==> src/rtl/wb_sel_pkg.sv <==
package wb_sel_pkg;

    // Select codes presented by the decoder
    typedef enum logic [3:0] {
        SEL_ADD   = 4'd0,
        SEL_LOGIC = 4'd1,
        SEL_SHL1  = 4'd2,
        SEL_SHL2  = 4'd3,
        SEL_SHL4  = 4'd4,
        SEL_SHR1  = 4'd5,
        SEL_SHR2  = 4'd6,
        SEL_SHR4  = 4'd7,
        SEL_LDB   = 4'd8,
        SEL_LDBU  = 4'd9,
        SEL_LDH   = 4'd10,
        SEL_LDHU  = 4'd11,
        SEL_LDW   = 4'd12,
        SEL_LINK  = 4'd13,
        SEL_STORE = 4'd14,
        SEL_NONE  = 4'd15
    } wb_sel_e;

    // Internal source of the final multiplexer
    typedef enum logic [2:0] {
        SRC_ADD,
        SRC_LOGIC,
        SRC_SHIFT,
        SRC_LOAD,
        SRC_LINK,
        SRC_OPA,
        SRC_ZERO
    } wb_src_e;

    typedef enum logic [1:0] {
        SH_BY1,
        SH_BY2,
        SH_BY4
    } sh_amt_e;

    typedef enum logic [1:0] {
        LD_BYTE,
        LD_HALF,
        LD_WORD
    } ld_size_e;

    typedef struct packed {
        wb_src_e  src;
        logic     sh_right;
        sh_amt_e  sh_amt;
        ld_size_e ld_size;
        logic     ld_signed;
        logic     wen;
    } wb_ctrl_t;

    function automatic wb_ctrl_t decode_sel(input logic [3:0] code);
        wb_ctrl_t c;
        c.src       = SRC_ZERO;
        c.sh_right  = 1'b0;
        c.sh_amt    = SH_BY1;
        c.ld_size   = LD_WORD;
        c.ld_signed = 1'b0;
        c.wen       = 1'b1;
        case (code)
            SEL_ADD:   c.src = SRC_ADD;
            SEL_LOGIC: c.src = SRC_LOGIC;
            SEL_SHL1:  begin c.src = SRC_SHIFT; c.sh_amt = SH_BY1; end
            SEL_SHL2:  begin c.src = SRC_SHIFT; c.sh_amt = SH_BY2; end
            SEL_SHL4:  begin c.src = SRC_SHIFT; c.sh_amt = SH_BY4; end
            SEL_SHR1:  begin c.src = SRC_SHIFT; c.sh_right = 1'b1; c.sh_amt = SH_BY1; end
            SEL_SHR2:  begin c.src = SRC_SHIFT; c.sh_right = 1'b1; c.sh_amt = SH_BY2; end
            SEL_SHR4:  begin c.src = SRC_SHIFT; c.sh_right = 1'b1; c.sh_amt = SH_BY4; end
            SEL_LDB:   begin c.src = SRC_LOAD; c.ld_size = LD_BYTE; c.ld_signed = 1'b1; end
            SEL_LDBU:  begin c.src = SRC_LOAD; c.ld_size = LD_BYTE; end
            SEL_LDH:   begin c.src = SRC_LOAD; c.ld_size = LD_HALF; c.ld_signed = 1'b1; end
            SEL_LDHU:  begin c.src = SRC_LOAD; c.ld_size = LD_HALF; end
            SEL_LDW:   c.src = SRC_LOAD;
            SEL_LINK:  c.src = SRC_LINK;
            SEL_STORE: begin c.src = SRC_OPA; c.wen = 1'b0; end
            default:   begin c.src = SRC_ZERO; c.wen = 1'b0; end
        endcase
        return c;
    endfunction

endpackage

==> src/rtl/wb_shifter.sv <==
module wb_shifter
    import wb_sel_pkg::*;
#(
    parameter int DATA_W = 32
) (
    input  logic [DATA_W-1:0] din,
    input  logic              right,
    input  sh_amt_e           amt,
    output logic [DATA_W-1:0] dout
);
    localparam int NDIST = 3;  // distances 1, 2, 4

    logic [DATA_W-1:0] to_left  [NDIST];
    logic [DATA_W-1:0] to_right [NDIST];

    for (genvar k = 0; k < NDIST; k++) begin : g_dist
        assign to_left[k]  = din << (1 << k);
        assign to_right[k] = din >> (1 << k);
    end

    always_comb begin
        case (amt)
            SH_BY1:  dout = right ? to_right[0] : to_left[0];
            SH_BY2:  dout = right ? to_right[1] : to_left[1];
            SH_BY4:  dout = right ? to_right[2] : to_left[2];
            default: dout = din;
        endcase
    end
endmodule

==> src/rtl/wb_load_align.sv <==
module wb_load_align
    import wb_sel_pkg::*;
#(
    parameter  int DATA_W = 32,
    localparam int LANE_W = $clog2(DATA_W / 8)
) (
    input  logic [DATA_W-1:0] mem,
    input  logic [LANE_W-1:0] addr_lo,
    input  ld_size_e          size,
    input  logic              sign_ext,
    output logic [DATA_W-1:0] dout
);
    localparam int NBYTES = DATA_W / 8;
    localparam int NHALF  = DATA_W / 16;

    logic [7:0]  byte_lane [NBYTES];
    logic [15:0] half_lane [NHALF];

    for (genvar b = 0; b < NBYTES; b++) begin : g_byte
        assign byte_lane[b] = mem[b*8 +: 8];
    end
    for (genvar h = 0; h < NHALF; h++) begin : g_half
        assign half_lane[h] = mem[h*16 +: 16];
    end

    logic [7:0]  byte_pick;
    logic [15:0] half_pick;

    assign byte_pick = byte_lane[addr_lo];
    assign half_pick = half_lane[addr_lo[LANE_W-1:1]];

    always_comb begin
        case (size)
            LD_BYTE: dout = {{(DATA_W-8){sign_ext & byte_pick[7]}}, byte_pick};
            LD_HALF: dout = {{(DATA_W-16){sign_ext & half_pick[15]}}, half_pick};
            default: dout = mem;
        endcase
    end
endmodule

==> src/rtl/wb_result_sel.sv <==
module wb_result_sel
    import wb_sel_pkg::*;
#(
    parameter  int DATA_W = 32,
    localparam int LANE_W = $clog2(DATA_W / 8)
) (
    input  logic              clk,
    input  logic              rst,
    input  logic [3:0]        sel,
    input  logic [DATA_W-1:0] add_res,
    input  logic [DATA_W-1:0] logic_res,
    input  logic [DATA_W-1:0] opnd_a,
    input  logic [DATA_W-1:0] mem_rdata,
    input  logic [LANE_W-1:0] addr_lo,
    input  logic [DATA_W-1:0] next_pc,
    output logic [DATA_W-1:0] wb_data,
    output logic              wb_en
);
    wb_ctrl_t          ctrl;
    logic [DATA_W-1:0] shift_val;
    logic [DATA_W-1:0] load_val;
    logic [DATA_W-1:0] result_d;
    logic              live_q;

    assign ctrl = decode_sel(sel);

    wb_shifter #(.DATA_W(DATA_W)) u_shift (
        .din   (opnd_a),
        .right (ctrl.sh_right),
        .amt   (ctrl.sh_amt),
        .dout  (shift_val)
    );

    wb_load_align #(.DATA_W(DATA_W)) u_align (
        .mem      (mem_rdata),
        .addr_lo  (addr_lo),
        .size     (ctrl.ld_size),
        .sign_ext (ctrl.ld_signed),
        .dout     (load_val)
    );

    always_comb begin
        case (ctrl.src)
            SRC_ADD:   result_d = add_res;
            SRC_LOGIC: result_d = logic_res;
            SRC_SHIFT: result_d = shift_val;
            SRC_LOAD:  result_d = load_val;
            SRC_LINK:  result_d = next_pc;
            SRC_OPA:   result_d = opnd_a;
            default:   result_d = '0;
        endcase
    end

    always_ff @(posedge clk) begin
        if (rst) begin
            wb_data <= '0;
            wb_en   <= 1'b0;
            live_q  <= 1'b0;
        end else begin
            wb_data <= result_d;
            wb_en   <= ctrl.wen;
            live_q  <= 1'b1;
        end
    end

    // Checks compare outputs against inputs from the previous edge
    assert_store_no_write_R9: assert property (@(posedge clk) disable iff (rst)
        (live_q && $past(sel) == SEL_STORE) |-> (!wb_en && wb_data == $past(opnd_a)))
        else $error("store cycle wrote back or lost data");

    assert_unused_quiet_R10: assert property (@(posedge clk) disable iff (rst)
        (live_q && $past(sel) == SEL_NONE) |-> (!wb_en && wb_data == '0))
        else $error("unused code produced output");

    assert_link_pc_R8: assert property (@(posedge clk) disable iff (rst)
        (live_q && $past(sel) == SEL_LINK) |-> (wb_en && wb_data == $past(next_pc)))
        else $error("link did not save next pc");

    assert_word_pass_R7: assert property (@(posedge clk) disable iff (rst)
        (live_q && $past(sel) == SEL_LDW) |-> (wb_data == $past(mem_rdata)))
        else $error("word load altered data");

    assert_byte_zero_R5: assert property (@(posedge clk) disable iff (rst)
        (live_q && $past(sel) == SEL_LDBU) |-> (wb_data[DATA_W-1:8] == '0))
        else $error("unsigned byte has upper bits set");

    assert_byte_sign_R5: assert property (@(posedge clk) disable iff (rst)
        (live_q && $past(sel) == SEL_LDB) |-> (wb_data[DATA_W-1:8] == {(DATA_W-8){wb_data[7]}}))
        else $error("signed byte not extended");

    assert_half_zero_R6: assert property (@(posedge clk) disable iff (rst)
        (live_q && $past(sel) == SEL_LDHU) |-> (wb_data[DATA_W-1:16] == '0))
        else $error("unsigned half has upper bits set");

    assert_reset_clear_R1: assert property (@(posedge clk)
        $past(rst) |-> (!wb_en && wb_data == '0))
        else $error("reset did not clear outputs");
endmodule

==> config.mk <==
export PLATFORM = sky130hd
export DESIGN_NAME = wb_result_sel
export DESIGN_NICKNAME = d
export VERILOG_FILES = /design/src/rtl/wb_sel_pkg.sv /design/src/rtl/wb_shifter.sv /design/src/rtl/wb_load_align.sv /design/src/rtl/wb_result_sel.sv
export SDC_FILE = /design/constraint.sdc
export NUM_CORES = 1
export LEC_CHECK = 0
export ABC_CLOCK_PERIOD_IN_PS = 2800
export BUFFER_PORTS_ARGS = -buffer_cell sky130_fd_sc_hd__clkbuf_2
export CORE_MARGIN = 4
export CORE_UTILIZATION = 43
export CTS_CLUSTER_DIAMETER = 120
export DETAILED_ROUTE_END_ITERATION = 7
export PLACE_DENSITY = 0.84
export SLEW_MARGIN = 5
export SYNTH_ARGS = -nofsm -noshare
export SYNTH_HDL_FRONTEND = slang
export SYNTH_HIERARCHICAL = 1
export SYNTH_SLANG_ARGS = --single-unit
==> constraint.sdc <==
create_clock -name clk -period 2.8 [get_ports clk]
set_clock_uncertainty 0.2 [all_clocks]
set_input_delay 0.14 -clock clk [delete_from_list [all_inputs] [get_ports clk]]
set_output_delay 0.14 -clock clk [all_outputs]
set_load 0.05 [all_outputs]
## Yosys cells after proc, flatten, opt, wreduce, memory -nomap -nowiden

Cells that the tools add are included.

| cells by class | value |
|---|---|
| magnitude comparators | 2 |
| eq/ne operators | 22 |
| mux-type cells | 18 |
| bitwise gates (word level) | 4 |
| reduce and logical (&&, ||, !) cells | 13 |

Operators with widths:

| cell | number |
|---|---|
| 32-bit one-hot mux with 6 select lines | 1 |
| 32-bit two-way mux | 3 |
| 32-bit one-hot mux with 3 select lines | 1 |
| 32-bit one-hot mux with 2 select lines | 1 |
| 16-bit two-way mux | 3 |
| 4-bit == test (second input constant) | 7 |
| 3-bit one-hot mux with 6 select lines | 1 |
| 8-bit binary-select mux with 2-bit select | 1 |
| 4-bit by 3-bit == test with 1-bit output (second input constant) | 4 |
| 8-bit two-way mux | 2 |
| 14-bit OR reduction | 1 |
| 2-bit OR reduction | 5 |
| 4-bit by 2-bit == test with 1-bit output (second input constant) | 2 |
| 2-bit one-hot mux with 2 select lines | 2 |
| 3-bit by 2-bit == test with 1-bit output (second input constant) | 2 |
| 3-bit == test (second input constant) | 2 |
| 6-bit OR reduction | 1 |
| 5-bit OR reduction | 1 |
| 2-bit by 1-bit == test with 1-bit output (second input constant) | 2 |
| 4-bit by 1-bit == test with 1-bit output (second input constant) | 1 |
| 2-bit zero test | 2 |
| 4-bit zero test | 1 |
| 3-bit by 1-bit == test with 1-bit output (second input constant) | 1 |
| 3-bit greater-or-equal comparator (second input constant) | 1 |
| 8 further kinds | 11 |

| word-level totals | value |
|---|---|
| register bits | 33 |
| word-level logic and storage cells | 61 |

## Longest topological paths before layout

Gate-level depths: netlist of the first run.

| logic depth | value |
|---|---|
| word-level depth | 7 |
| depth in mapped cells | 11 |

## Modules after synthesis

The synthesis of the first run kept the hierarchy.

Modules (own cells, without submodules):

| module | instances | cells an instance | area each (um^2) | sequential area each (um^2) |
|---|---|---|---|---|
| wb_result_sel | 1 | 249 | 2,322.2 | 660.6 |
| wb_shifter | 1 | 237 | 1,362.6 | 0.0 |
| wb_load_align | 1 | 93 | 706.9 | 0.0 |

## Least setup slack after synthesis of the first run

No wires, ideal clock.

| timing | value |
|---|---|
| path kind | input-to-reg |
| start point | input port sel[0] |
| end point | register wb_data[17] |
| library setup time | 129 ps |
| data arrival time | 2,167 ps |
| slack | 304 ps |
| stages | 10 |
| path buffers | 3 |
| cells stage by stage | buf_4 -> buf_4 -> xor2_1 -> nor3b_1 -> and2b_1 -> buf_2 -> o21ai_0 -> nand4_1 -> a222oi_1 -> a21oi_2 |

RTL lines:

| element | line | source |
|---|---|---|
| start: declaration | wb_result_sel.sv:9 | `input logic [3:0] sel,` |
| end signal: assignment | wb_result_sel.sv:60 | `wb_data <= result_d;` |
| end: declaration | wb_result_sel.sv:16 | `output logic [DATA_W-1:0] wb_data,` |

==> results of run 1 <==
## power by group through the flow
stage	logic, µW	clock network (µW)	registers (µW)
after floorplan	475	0	675
after global placement	940	0	532
after detailed placement	947	0	532
after CTS	1050	380	521
after global routing	1150	395	524
final	1090	373	522
## flip-flops by register name (all words and copies together), names as in the netlist
signal   flops
wb_data     32
wb_en        1
## placed cells by master, fill, tap and decap left out, types with 3 or more instances in the layout
cell | Yosys | layout
a21oi_1 | 26 | 26
a21oi_2 | 11 | 11
a221o_1 | 8 | 8
a221oi_1 | 31 | 31
a222oi_1 | 32 | 32
a22o_1 | 8 | 8
and2_1 | 28 | 28
buf_4 | 13 | 27
clkbuf_2 | 0 | 200
clkbuf_8 | 0 | 5
dfxtp_1 | 33 | 33
dlygate4sd3_1 | 0 | 88
inv_1 | 5 | 5
mux2i_1 | 42 | 42
mux4_2 | 4 | 4
nand2_1 | 58 | 58
nand2b_1 | 6 | 6
nand4_1 | 23 | 23
nor2_1 | 38 | 38
nor2b_1 | 30 | 29
nor4_4 | 2 | 3
o21ai_0 | 72 | 72
o21ai_1 | 7 | 7
o21ai_2 | 10 | 10
o221a_2 | 8 | 8
## what timing repair did
action / 4_1_cts / 5_1_grt
hold endpoints to repair: 32 / 0
setup endpoints to repair: 0 / 1
hold buffers: 88 / 0
## final cells by class
cell class,instances,area share [%]
clock inverters,3,0.271
clock buffers,5,1.07
multi-input cells,485,52.8
flip-flops and latches,33,10.2
repair buffers,316,32.6
inverters,7,0.407
well taps,133,2.58
## worst paths after layout
kind | from | end | slack, ns | cells after the start
worst min-delay path | logic_res[24] | wb_data[24]$_SDFF_PP0_ | 0.002 | 3
worst max-delay path | sel[2] | wb_data[31]$_SDFF_PP0_ | 0.18 | 10
## metal layers
layer	part of all wire [%]	global-route usage, %
met5	0	0
met4	5.2	16.6
met3	11	6.28
met2	47	54.5
met1	36	39.5
## through the flow
stage,cells,total power [µW],utilization [%]
finish,982,1980,65.4
global route,982,2070,65.4
CTS,981,1950,65.3
detailed placement,885,1480,55.5
global placement,885,1470,55.5
floorplan,579,1150,-
## logic make-up after synthesis
logic type | share of synthesized area, %
multiplexers | 12.2
AO/OA/AOI/OAI | 38.3
XOR/XNOR | 0.399
AND/OR/NAND/NOR | 25.7
flip-flops | 15.0
buffers and inverters | 8.03
adder cells (fa/ha/maj) | 0.285
==> summary.txt, run 1 <==
Max-slew violation count: 0
Starting Density: 44.5%
Number of fill cells in the layout: 871
Clk buf depth: 2
CP bufs+invs: 3
CP endpoint kind: flop
Top-count cell post-synth: o21ai_0
Vias post-DR: 6260
Crit share post-route: 93.6%
Setup WS post-layout: 0.180 ns
Fin nets: 1017
H-tree depth: 2
CTS tree: yes
DR WL/cell: 20.9 µm
Root Driver: clkbuf_8
Fin crit period: 2.62 ns
Number of buffers created by CTS: 5
Final wirelength: 20.5 mm
# rows: 36
Setup TNS: 0 ns
Die W: 109 µm
Avg Synthesized Cell Area: 7.58 µm²
Top post-synthesis cells by area: dfxtp_1 15%, mux2i_1 9.6%, o21ai_0 8.2%
Critical path's top delay family: buffers and inverters
Worst min-delay path category: in2reg
Largest net degree at the start of global routing: 67
Syn Inst Count: 579
Final Hold Slack: 0.00202 ns
Antenna Nets Post-Route: 0
Die Y: 109 µm
Clk pwr share: 18.8%
WP data arrival: 2.60 ns
Status: finished with violations
Most instantiated cells after synthesis: 72 x o21ai_0, 58 x nand2_1, 42 x mux2i_1
Synth area leader: dfxtp_1
Post-synth EDFFs: 0
Slew headroom: 32.4%
I/O pins: 201
Routability cong.: 1.02
Pleak: 0.00282 µW
P_sw: 852 µW
F_max: 382 MHz
Req. time, crit path: 2.78 ns
Syn Nets: 748
Unrepaired setup endpoints after global routing: false
Worst-path clk slew: 0.08 ns
Crit Path Class: in2reg
Post-synthesis sequential area ratio: 15.0%
Max VDD drop: 179 µV
Initial drt markers: 1070
CTS sink cnt: 33
Primary FF master, synth: dfxtp_1
CP max stage cell: dlygate4sd3_1
Vias in the first global route: 5939
Max incr delay on CP: 0.62 ns
Die area: 11900 µm²
Ant diodes: 0
Setup Fix Bufs, Post-CTS: 0
Post-cts resize count: 0
Dpl cell area: 5480 µm²
Initial antenna violation count: 0
Worst-Margin Slew: 1.01 ns
Pre-CTS setup slack: 0.0626 ns
Hold Fails Final Rpt: 0
FFs w/ async S/R, synth: 0%
Pint: 1130 µW
GRT overflow: 0
DRC viols: 2
Reg power frac: 26.3%
Initial DRT Pass Iterations: 8
Violated checks: DRC
Area share of the largest cell type after synthesis: 15.0%
First-pass GRT wire length: 30.5 mm
Startpoint types: input port
Footprint of the multi-input gates: 3410 µm²
Total of max-cap violations: 0
GRT Total Usage: 32.6%
Final setup fails: 0
Pwr/cell area: 307 nW/µm²
Area growth, synth to finish: 47.0%
Yosys reg bits: 33
Register area: 661 µm²
Combinational share of power: 54.9%
Switching fraction of total power: 43.0%
Cell area after layout: 6450 µm²
Distinct cell type count after synthesis: 59
Crit-path cells: clkbuf_2 > o21a_1 > nor2b_4 > buf_12 > or2b_1 > a21boi_0 > o22a_1 > a222oi_1 > dlygate4sd3_1 > a21oi_2
Area of the mapped netlist: 4390 µm²
IO Port Bufs: 200
CP Max Fanout: 66
Via-per-instance ratio: 6.37
Core Region: 9860 µm²
Share of cells above drive strength 1: 33.8%
Synth warn: 6
Hpwl dp: 14.4 mm
Note: power is estimated with default switching activity, not from simulation.
==> run 2: changes to the inputs <==
--- a/config.mk
+++ b/config.mk
@@ -5,7 +5,7 @@
 export SDC_FILE = /design/constraint.sdc
 export NUM_CORES = 1
 export LEC_CHECK = 0
-export ABC_CLOCK_PERIOD_IN_PS = 2800
+export ABC_CLOCK_PERIOD_IN_PS = 2900
 export BUFFER_PORTS_ARGS = -buffer_cell sky130_fd_sc_hd__clkbuf_2
 export CORE_MARGIN = 4
 export CORE_UTILIZATION = 43
==> constraint.sdc (replaced) <==
create_clock -name clk -period 2.9 [get_ports clk]
set_clock_uncertainty 0.2 [all_clocks]
set_input_delay 0.145 -clock clk [delete_from_list [all_inputs] [get_ports clk]]
set_output_delay 0.145 -clock clk [all_outputs]
set_load 0.05 [all_outputs]
==> run 2 against run 1 <==
  * The flow still finishes with violations (DRC)
  * Wire length down 1.3%
  * Worst hold slack improved by 0.0095 ns
  * Critical path depth is the same
  * Power decreased by 2.2%
  * Cell count shrank 0.31%
  * Clock power fell by 2%
  * Sequential power fell by 3%
  * Final area did not move
  * Global-route usage is 0.62 points lower
  * Sequential cell count did not move
  * Critical path type unchanged
  * Critical endpoint is now wb_data[2]$_SDFF_PP0_
  * Largest power group unchanged
  * Highest routed layer unchanged
==> summary.txt, run 2 (synthesis gave the netlist of run 1 again) <==
Root Driver: clkbuf_8
F_max: 351 MHz
Clk pwr share: 18.8%
IO Port Bufs: 200
Ant diodes: 0
H-tree depth: 2
Final setup fails: 0
First-pass GRT wire length: 29.9 mm
Hpwl dp: 14.5 mm
Core Region: 9860 µm²
Hold path start: add_res[13]
Worst min-delay path category: in2reg
Vias in the first global route: 5871
Cell area after layout: 6450 µm²
Final wirelength: 20.3 mm
Slew headroom: 39.8%
Commonest non-fill, non-tap cell in the layout: clkbuf_2
Largest net degree at the start of global routing: 34
Initial drt markers: 1165
Hold path depth: 3
Worst-path clk slew: 0.08 ns
Critical path's top delay family: buffers and inverters
Violated checks: DRC
Number of buffers created by CTS: 5
# rows: 36
Startpoint types: input port
Pwr/cell area: 300 nW/µm²
WP data arrival: 2.82 ns
Total of max-cap violations: 0
Crit share post-route: 98.2%
Max-slew violation count: 0
Status: finished with violations
Top flop regs: wb_data: 32 flops, wb_en: 1 flops
GRT Total Usage: 31.9%
Via-per-instance ratio: 6.41
CP Max Fanout: 33
DR WL/cell: 20.7 µm
Hold Fails Final Rpt: 0
Setup WS post-layout: 0.0511 ns
Max incr delay on CP: 0.61 ns
Placed cells: 886
Reg power frac: 26.0%
Number of fill cells in the layout: 839
CP max stage cell: dlygate4sd3_1
Pre-CTS setup slack: 0.208 ns
Crit-path cells: buf_4 > o21a_2 > nor2b_4 > buf_12 > nor2b_1 > nand2b_1 > mux4_2 > a222oi_1 > dlygate4sd3_1 > a21oi_1
Fin crit period: 2.85 ns
Initial antenna violation count: 0
Switching fraction of total power: 42.9%
Req. time, crit path: 2.87 ns
Routability cong.: 1.02
Worst-Margin Slew: 0.898 ns
Initial DRT Pass Iterations: 8
Clk buf depth: 2
CP endpoint kind: flop
Crit Path Class: in2reg
CP bufs+invs: 3
Antenna Nets Post-Route: 0
I/O pins: 201
P_sw: 831 µW
Register area: 661 µm²
Max VDD drop: 178 µV
Vias post-DR: 6276
Die W: 109 µm
Max FFs per register: 32
CTS tree: yes
CTS sink cnt: 33
Die Y: 109 µm
Pint: 1110 µW
Top reg by flops: wb_data
Setup TNS: 0 ns
Starting Density: 44.5%
Fin nets: 1014
GRT overflow: 0
Share of cells above drive strength 1: 35.2%
Pleak: 0.00282 µW
Leading cell types in the layout, fill and taps excluded: 199 x clkbuf_2, 80 x dlygate4sd3_1, 72 x o21ai_0, 58 x nand2_1, 42 x mux2i_1
Die area: 11900 µm²
DRC viols: 3
Final cell count without fillers: 979
WHS Endpoint: wb_data[13]$_SDFF_PP0_
Combinational share of power: 55.2%
Dpl cell area: 5500 µm²
Area growth, synth to finish: 47.0%
Footprint of the multi-input gates: 3430 µm²
run 2: worst max path at each step:
| stage | startpoint | slack (ns) | to | cells after the start |
|---|---|---|---|---|
| global route | sel[3] | -0.004 | wb_data[2]$_SDFF_PP0_ | 9 |
| detailed placement | sel[0] | 0.21 | wb_data[1]$_SDFF_PP0_ | 9 |
| global placement | sel[0] | 0.25 | wb_data[1]$_SDFF_PP0_ | 9 |
| finish | sel[2] | 0.05 | wb_data[2]$_SDFF_PP0_ | 10 |
| CTS | sel[2] | 0.04 | wb_data[17]$_SDFF_PP0_ | 9 |
| floorplan | sel[0] | 0.40 | wb_data[17]$_SDFF_PP0_ | 10 |
run 2: cell type report:
cell class	instances	area share, %
timing repair buffer	313	32.2
inverter	7	0.465
clock buffer	5	1.07
clock inverter	3	0.271
sequential	33	10.2
multi-input combinational	485	53.2
tap	133	2.58
run 2: power by group through the flow:
stage | Sequential (µW) | Combinational [µW] | Clock [µW]
after floorplan | 651 | 459 | 0
after global placement | 515 | 907 | 0
after detailed placement | 514 | 917 | 0
after CTS | 504 | 1020 | 374
after global routing | 507 | 1130 | 397
final | 504 | 1070 | 364
run 2: layer usage:
metal / part of all wire (%) / vias up / wire length (µm) / global-route usage [%]
met5: 0 / - / 0 / 0
met4: 5.6 / 0 / 1140 / 18.8
met3: 12 / 80 / 2460 / 5.80
met2: 46 / 545 / 9260 / 51.5
met1: 37 / 2854 / 7400 / 39.5
li1: - / 2797 / - / -
run 2: per-stage QoR:
step / hold WS (ns) / utilization [%] / power [µW]
final: 0.0116 / 65.4 / 1940
after global routing: 0.0215 / 65.4 / 2030
after CTS: 0.00256 / 64.7 / 1900
after detailed placement: 0.137 / 55.7 / 1430
after global placement: 0.134 / 55.7 / 1420
after floorplan: 0.0144 / - / 1110
run 2: repair_timing:
| item | 4_1_cts | 5_1_grt |
|---|---|---|
| resized for setup | 0 | 12 |
| hold buffers | 80 | 0 |
| setup buffers | 0 | 4 |
| setup endpoints to repair | 0 | 24 |
| endpoints found under the hold margin | 33 | 0 |
==> run 3: changes to the inputs <==
--- a/config.mk
+++ b/config.mk
@@ -9,6 +9,7 @@
 export BUFFER_PORTS_ARGS = -buffer_cell sky130_fd_sc_hd__clkbuf_2
 export CORE_MARGIN = 4
 export CORE_UTILIZATION = 43
+export CTS_BUF_LIST = sky130_fd_sc_hd__clkbuf_4
 export CTS_CLUSTER_DIAMETER = 120
 export DETAILED_ROUTE_END_ITERATION = 7
 export PLACE_DENSITY = 0.84
==> constraint.sdc (replaced) <==
create_clock -name clk -period 2.9 [get_ports clk]
set_clock_uncertainty 0.2 [all_clocks]
set_input_delay 0.29 -clock clk [delete_from_list [all_inputs] [get_ports clk]]
set_output_delay 0.29 -clock clk [all_outputs]
set_load 0.05 [all_outputs]
==> run 3 against run 2 <==
  * Highest routed layer unchanged
  * First-iteration DRC count fell by 21%
  * The flow still finishes with violations (DRC)
  * Worst hold slack worse by 0.0019 ns
  * Largest cell class unchanged
  * Global-route usage decreased by 2.0 points
  * Wire length is 7.8% lower
==> summary.txt, run 3 (synthesis gave the netlist of run 1 again) <==
Status: finished with violations
Violated checks: DRC
Req. time, crit path: 2.98 ns
Starting Density: 44.5%
Slew headroom: 30.2%
Top reg by flops: wb_data
GRT Total Usage: 29.9%
Setup TNS: 0 ns
Via-per-instance ratio: 6.39
Cell area after layout: 5630 µm²
CTS sink cnt: 33
Crit Path Class: in2reg
F_max: 411 MHz
Crit share post-route: 83.8%
Number of fill cells in the layout: 991
Hold path depth: 3
IO Port Bufs: 200
First-pass GRT wire length: 27.9 mm
Unrepaired setup endpoints after global routing: false
Area growth, synth to finish: 28.3%
Pre-CTS setup slack: 0.174 ns
Initial drt markers: 917
Setup Fix Bufs, Post-CTS: 0
Max VDD drop: 220 µV
Setup WS post-layout: 0.469 ns
Pleak: 0.00250 µW
Max FFs per register: 32
Number of buffers created by CTS: 5
Leading cell types in the layout, fill and taps excluded: 200 x clkbuf_2, 72 x o21ai_0, 58 x nand2_1, 42 x mux2i_1, 38 x nor2_1
Max-slew violation count: 0
Die Y: 109 µm
I/O pins: 201
Die W: 109 µm
Initial antenna violation count: 1
Final cell count without fillers: 902
Initial DRT Pass Iterations: 8
Commonest non-fill, non-tap cell in the layout: clkbuf_2
Combinational share of power: 51.8%
Reg power frac: 27.7%
WHS Endpoint: wb_data[27]$_SDFF_PP0_
Share of cells above drive strength 1: 38.0%
Fin crit period: 2.43 ns
Vias in the first global route: 5358
Vias post-DR: 5766
CTS tree: yes
Worst-Margin Slew: 1.04 ns
# rows: 36
Root Driver: clkbuf_4
Pint: 1030 µW
H-tree depth: 2
Largest net degree at the start of global routing: 41
Switching fraction of total power: 43.3%
Hold path start: next_pc[27]
Post-cts resize count: 0
GRT overflow: 0
Pwr/cell area: 323 nW/µm²
CP endpoint kind: flop
WP data arrival: 2.51 ns
Antenna Nets Post-Route: 0
Placed cells: 892
Final setup fails: 0
P_sw: 787 µW
Core Region: 9860 µm²
Hpwl dp: 14.7 mm
Clk buf depth: 2
Fin nets: 936
Total of max-cap violations: 0
CP Max Fanout: 24
DRC viols: 6
Startpoint types: input port
Die area: 11900 µm²
Routability cong.: 1.02
Top flop regs: wb_data: 32 flops, wb_en: 1 flops
Dpl cell area: 5540 µm²
Clk pwr share: 20.4%
Final wirelength: 18.7 mm
Worst min-delay path category: in2reg
CTS Hold Bufs: 1
Hold Fails Final Rpt: 0
Worst-path clk slew: 0.13 ns
DR WL/cell: 20.7 µm
==> run 3: layout make-up <==
| class | count | area, µm² | share of cell area, % |
|---|---|---|---|
| Sequential cell | 33 | 661 | 11.7 |
| Timing Repair Buffer | 236 | 1300 | 23.1 |
| Inverter | 7 | 26.3 | 0.466 |
| Multi-Input combinational cell | 484 | 3400 | 60.4 |
| Antenna cell | 1 | 2.50 | 0.0444 |
| Tap cell | 133 | 166 | 2.95 |
| Clock inverter | 3 | 41.3 | 0.733 |
| Clock buffer | 5 | 37.5 | 0.666 |
==> run 3: how the worst max path moves through the flow <==
stage / end / startpoint / slack (ns)
finish: wb_data[15]$_SDFF_PP0_ / sel[0] / 0.47
global route: wb_data[7]$_SDFF_PP0_ / sel[0] / 0.35
CTS: wb_data[22]$_SDFF_PP0_ / sel[0] / 0.54
detailed placement: wb_data[22]$_SDFF_PP0_ / sel[0] / 0.17
global placement: wb_data[31]$_SDFF_PP0_ / sel[0] / 0.18
floorplan: wb_data[17]$_SDFF_PP0_ / sel[0] / 0.25
==> run 3: routing by layer <==
metal  wire length (µm)  share of wire (%)  global-route usage (%)
met5                  0                  0                       0
met4                748                4.0                    12.7
met3               2180                 12                    4.91
met2               8550                 46                    47.9
met1               7200                 39                    39.6
==> run 3: worst max-delay path: stages <==
cell,delay (ns)
clkbuf_2,0.13
xor2_1,0.19
nor3b_1,0.34
buf_4,0.28
and2b_1,0.60
o21ai_0,0.20
nand4_1,0.18
a222oi_1,0.13
a21oi_2,0.17
==> run 3: per-stage QoR <==
| step | hold slack, ns | utilization [%] | total power [µW] |
|---|---|---|---|
| floorplan | 0.159 | - | 1110 |
| global placement | 0.278 | 56.2 | 1430 |
| detailed placement | 0.284 | 56.2 | 1440 |
| CTS | 0.00599 | 57.1 | 1810 |
| global route | 0.0196 | 57.1 | 1900 |
| finish | 0.00970 | 57.1 | 1820 |
==> run 3: power groups by stage <==
stage / clock, µW / sequential [µW] / combinational [µW]
final: 372 / 504 / 943
after global routing: 389 / 508 / 1000
after CTS: 379 / 505 / 926
after detailed placement: 0 / 515 / 922
after global placement: 0 / 516 / 918
after floorplan: 0 / 651 / 459
